[src/rtl/page_commit_seq.sv]
module page_commit_seq #(
  parameter int ADDR_W     = 11,
  parameter int DATA_W     = 8,
  parameter int PAGE_BYTES = 16,
  parameter int POS_W      = 7,
  parameter int WR_CYCLES  = 2000,
  localparam int OFF_W     = $clog2(PAGE_BYTES),
  localparam int PAGE_W    = ADDR_W - OFF_W,
  localparam int BUF_W     = PAGE_BYTES * DATA_W
) (
  input  logic              clk,
  input  logic              rst_n,
  input  logic              wr_begin,
  input  logic [ADDR_W-1:0] wr_addr,
  input  logic              byte_done,
  input  logic [DATA_W-1:0] byte_data,
  input  logic              stop_det,
  input  logic              xfer_abort,
  output logic              mem_we,
  output logic [PAGE_W-1:0] mem_page,
  output logic [BUF_W-1:0]  mem_data,
  output logic [PAGE_BYTES-1:0] mem_mask,
  output logic              busy,
  output logic [POS_W-1:0]  wiper
);
  localparam int CNT_W = $clog2(WR_CYCLES + 1);

  typedef enum logic [1:0] {ST_IDLE, ST_FILL, ST_PROG} state_t;

  state_t               state_q;
  logic [PAGE_W-1:0]    page_q;
  logic [OFF_W-1:0]     off_q;
  logic                 vol_q;
  logic [PAGE_BYTES-1:0] dirty_q, mask_q, lane_sel, dirty_nx;
  logic [BUF_W-1:0]     buf_q;
  logic [CNT_W-1:0]     cnt_q;
  logic                 we_q;
  logic [POS_W-1:0]     wiper_q;
  logic                 take;

  assign take     = (state_q == ST_FILL) && byte_done && !xfer_abort;
  assign lane_sel = (take && !vol_q) ? ({{(PAGE_BYTES-1){1'b0}}, 1'b1} << off_q) : '0;
  assign dirty_nx = dirty_q | lane_sel;

  assign mem_we   = we_q;
  assign mem_page = page_q;
  assign mem_data = buf_q;
  assign mem_mask = mask_q;
  assign busy     = (state_q == ST_PROG);
  assign wiper    = wiper_q;

  always_ff @(posedge clk or negedge rst_n) begin
    if (!rst_n) begin
      state_q <= ST_IDLE;
      page_q  <= '0;
      off_q   <= '0;
      vol_q   <= 1'b0;
      dirty_q <= '0;
      mask_q  <= '0;
      buf_q   <= '0;
      cnt_q   <= '0;
      we_q    <= 1'b0;
      wiper_q <= POS_W'(1 << (POS_W - 1));
    end else begin
      we_q <= 1'b0;
      case (state_q)
        ST_IDLE: if (wr_begin) begin
          page_q  <= wr_addr[ADDR_W-1:OFF_W];
          off_q   <= wr_addr[OFF_W-1:0];
          vol_q   <= &wr_addr;
          dirty_q <= '0;
          state_q <= ST_FILL;
        end
        ST_FILL: begin
          if (xfer_abort) begin
            dirty_q <= '0;
            state_q <= ST_IDLE;
          end else begin
            if (take) begin
              if (vol_q) begin
                wiper_q <= byte_data[POS_W-1:0];
              end else begin
                buf_q[off_q*DATA_W +: DATA_W] <= byte_data;
                off_q <= off_q + 1'b1;
              end
            end
            dirty_q <= dirty_nx;
            if (stop_det) begin
              if (|dirty_nx) begin
                mask_q  <= dirty_nx;
                we_q    <= 1'b1;
                cnt_q   <= CNT_W'(WR_CYCLES - 1);
                state_q <= ST_PROG;
              end else begin
                state_q <= ST_IDLE;
              end
            end
          end
        end
        ST_PROG: begin
          if (cnt_q == '0) state_q <= ST_IDLE;
          else             cnt_q   <= cnt_q - 1'b1;
        end
        default: state_q <= ST_IDLE;
      endcase
    end
  end
endmodule


[config.mk]
export PLATFORM = sky130hd
export DESIGN_NAME = page_commit_seq
export DESIGN_NICKNAME = d
export VERILOG_FILES = /design/src/rtl/page_commit_seq.sv
export SDC_FILE = /design/constraint.sdc
export NUM_CORES = 1
export LEC_CHECK = 0
export BUFFER_PORTS_ARGS = -buffer_cell sky130_fd_sc_hd__buf_2
export CAP_MARGIN = 25
export CORE_MARGIN = 2
export CORE_UTILIZATION = 30
export CTS_BUF_LIST = sky130_fd_sc_hd__clkbuf_16
export DETAILED_ROUTE_END_ITERATION = 8
export REMOVE_ABC_BUFFERS = 1
export SLEW_MARGIN = 0
export SYNTH_ARGS = -nofsm -noshare
export SYNTH_HDL_FRONTEND = slang
export SYNTH_SLANG_ARGS = --single-unit
[constraint.sdc]
create_clock -name clk -period 2.25 [get_ports clk]
set_input_delay 0.45 -clock clk [delete_from_list [all_inputs] [get_ports clk]]
set_output_delay 0.45 -clock clk [all_outputs]
set_load 0.005 [all_outputs]
==> impl_metrics.csv <==
group,metric,value,unit
power_and_ir_drop,p_total,12.7,mW
sta,skew,0.0164,ns
setup_path,cpMostUsedCell,"buf_4",
sta,tightest_slew,0.558,ns
power_and_ir_drop,p_sw,4.60,mW
global_routing,grt_pass1_wl,36500,um
placement,io_buffer_count,184,
min_path,min_path_type,"in -> reg",
routing,drtIter0Drc,335,
synthesis,synth_simple_gate_area_share,14.3,%
clocking,clk_path_buf_depth,2,
final_layout,layout_commonest_cell,"dfrtp_1",
run_status,status,"finished, final reports clean",
power_and_ir_drop,p_per_area,1130,nW/um2
synthesis,synth_xor_area_share,0,%
synthesis,synthAdderAreaFrac,1.47,%
global_routing,antenna_found_initial,1,
setup_path,cp_top_family,"simple AND/OR/NAND/NOR gates",
setup_path,worstReg2RegEnd,"mem_data[54]$_DFFE_PN0P_",
placement,dp_hpwl,17100,um
die,num_rows,61,
setup_path,cp.depth,8,
die,coreArea,27900,um2
power_and_ir_drop,pwr-share-seq,36.2,%
synthesis,syn_area,8520,um2
sta,slew_headroom,62.4,%
clocking,root_buffer,"clkbuf_16",
setup_path,cp-start-kind,"flop",
clocking,cts.sinks,193,
global_routing,grt_start_max_net_pins,84,
power_and_ir_drop,internal-power,8.09,mW
setup_path,cp_cell_sequence,"inv_2 -> ha_4 -> nor3b_4 -> buf_4 -> nor4_4 -> buf_4 -> nand2_2 -> mux2_2",
setup_path,path_buf_inv,3,
synthesis,synth_warnings,0,
synthesis,ys_async_sr_fraction,100,%
final_layout,fillCellCount,2677,
final_layout,drive_gt1_share,49.3,%
sta,min_period,2.19,ns
die,die_w,172,um
routing,vias_per_cell,4.85,
routing,avgRoutedWirePerCell,18.3,um
setup_path,r2r_start,"off_q[0]$_DFFE_PN0P_",
sta,timing_hold_violations_final,0,
routing,drcViolationCount,0,
clocking,clk-insertion-delay-late,0.43,ns
synthesis,synth_seq_area_share,56.7,%
setup_path,ff2ff_setup_slack,0.06,ns
sta,fin_crit_sh,97.3,%
synthesis,synthFlopType,"dfrtp_1",
placement,post-place-ws,-0.349,ns
routing,drtPass1Iterations,4,
final_layout,layout_common_cells,"190 x dfrtp_1, 183 x buf_2, 124 x mux2_2, 51 x buf_4, 42 x nand2_1",
clocking,clk_pin_slew_worst_paths,0.07,ns
clocking,cts_tree,"done",
global_routing,overflow,0,
setup_path,cp.required,2.56,ns
setup_path,slowest_delay,0.45,ns
power_and_ir_drop,p_clk_share,24.0,%
routing,ant_nets,0,
sta,rsz0062_at_grt,"yes",
setup_path,critPathCapture,"mem_data[54]$_DFFE_PN0P_",
sta,maxSlewViolCount,0,
setup_path,worstPathArrival,2.50,ns
power_and_ir_drop,comb_power_share,39.9,%
die,die-area,29700,um2
synthesis,synth_edf_count,0,
setup_path,startpoint,"off_q[0]$_DFFE_PN0P_",
job,maxCapViolations,0,
final_layout,syn_to_final_growth,31.8,%
synthesis,synth_top_family_by_area,"multiplexers",
die,fp.dieH,172,um
power_and_ir_drop,vdd_drop_max,0.501,mV
final_layout,nets,958,
power_and_ir_drop,p_leak,5.81,nW
sta,layout_setup_ws,0.0612,ns
sta,finalSetupViolations,0,
routing,wl,24000,um
placement,gp_congestion,0.831,
power_and_ir_drop,swShare,36.2,%
routing,vias,6368,
setup_path,crit_type,"reg -> reg",
global_routing,grt_pass1_vias,6406,
synthesis,synthMuxAreaShare,18.2,%
global_routing,grtUsageTotal,16.2,%
clocking,cts_buffers,17,
die,io_pins,185,
clocking,ctsHtreeMaxLevel,4,
synthesis,avgSynthCellArea,12.6,um2
synthesis,synth_seq_cells,193,
setup_path,cp_max_fo,8,
synthesis,synth_compound_area_share,7.51,%
final_layout,seq_area,4830,um2
final_layout,multiInputGateArea,3670,um2
final_layout,final_core_util,40.3,%
synthesis,yosysUniqueCellTypes,62,
setup_path,end_kind,"flop",
synthesis,netlist_instances,674,
setup_path,rr_worst_depth,8,
setup_path,cp_slowest_cell,"dfrtp_2",
sta,fmax,457,MHz
die,start_util,30.6,%
## stage by stage
stage | instance area (um2) | instances | setup TNS [ns] | hold WS, ns
5_1_grt | 11200 | 1314 | -0.445 | 0.261
3_5_place_dp | 10400 | 1270 | -10.88 | 0.393
2_1_floorplan | 8410 | 650 | -28.59 | 0.154
4_1_cts | 11100 | 1309 | 0 | 0.249
3_3_place_gp | 10400 | 1270 | -5.77 | 0.391
6_report | 11200 | 1314 | 0 | 0.274
## repair_timing
| action | CTS | global route |
|---|---|---|
| setup endpoints to repair | 123 | 127 |
| hold buffers | 1 | 0 |
| setup buffers | 5 | 3 |
| gates resized for setup | 10 | 28 |
| gates cloned | 2 | 1 |
| endpoints found under the hold margin | 35 | 0 |
| pin swaps | 4 | 10 |
## flip-flops by register name (all words and copies together), names as in the netlist
name and count:
dirty_q 16, cnt_q 11, wiper 7, state_q 2, off_q 4, mem_data 128, vol_q 1, mem_page 7
mem_we 1, mem_mask 16
## worst min path at each step
| stage | from | endpoint | slack (ns) | cells past startpoint |
|---|---|---|---|---|
| finish | wr_addr[10] | mem_page[6]$_DFFE_PN0P_ | 0.27 | 2 |
| global placement | rst_n | mem_page[2]$_DFFE_PN0P_ | 0.39 | 1 |
| floorplan | rst_n | cnt_q[0]$_DFFE_PN0P_ | 0.15 | 0 |
| detailed placement | rst_n | mem_page[2]$_DFFE_PN0P_ | 0.39 | 1 |
| CTS | wr_addr[10] | mem_page[6]$_DFFE_PN0P_ | 0.25 | 2 |
| global route | wr_addr[7] | mem_page[3]$_DFFE_PN0P_ | 0.26 | 2 |
## final cells by class
cell class | instances | area share [%]
antenna | 1 | 0.0223
clock buffer | 17 | 3.79
clock inverter | 14 | 1.35
inverter | 11 | 0.368
multi-input combinational | 447 | 32.7
sequential | 193 | 43.1
tap | 378 | 4.21
timing repair buffer | 253 | 14.4
## power groups by stage
stage | combinational [mW] | clock [mW] | sequential [mW]
floorplan | 2.43 | 0 | 4.67
global placement | 4.58 | 0 | 4.61
detailed placement | 4.65 | 0 | 4.63
CTS | 4.90 | 3.15 | 4.57
global route | 5.55 | 3.26 | 4.69
finish | 5.06 | 3.04 | 4.59
## kinds of logic (layout without fill, tap and decap cells)
family,count (synthesis),count (layout)
AO/OA/AOI/OAI,88,88
adder cells (fa/ha/maj),10,10
buffers and inverters,35,295
flip-flops,193,193
multiplexers,138,138
other,0,1
AND/OR/NAND/NOR,210,211
## Yosys cell counts (all sizes together), types with 2 or more instances
cell type / n / area [um2]
or3: 5 / 31.3
mux2i: 2 / 20.0
a21oi: 23 / 119
o211ai: 14 / 105
o31ai: 7 / 52.6
nand2: 49 / 199
o22ai: 5 / 31.3
a32o: 2 / 20.0
o41ai: 4 / 68.8
a211oi: 2 / 20.0
nor2: 37 / 154
ha: 10 / 125
mux2: 136 / 1530
nor3b: 3 / 45.1
buf: 10 / 56.3
and3: 21 / 131
dfrtp: 192 / 4800
nand2b: 4 / 25.0
inv: 10 / 37.5
nor4: 7 / 71.3
nand4: 19 / 119
nor2b: 6 / 37.5
clkbuf: 14 / 52.6
nor3: 13 / 75.1
nand3b: 4 / 30.0
a22o: 3 / 26.3
and4: 2 / 20.0
nand3: 7 / 40.0
o21ai: 17 / 92.6
a31oi: 4 / 25.0
and2: 27 / 169
## metal layers
| metal | GRT usage, % | share of wire [%] |
|---|---|---|
| met1 | 21.4 | 45 |
| met4 | 5.26 | 1.8 |
| met3 | 4.23 | 6.1 |
| met2 | 25.8 | 47 |
| met5 | 0 | 0 |
No activity file was read; power rests on OpenSTA's default activity.
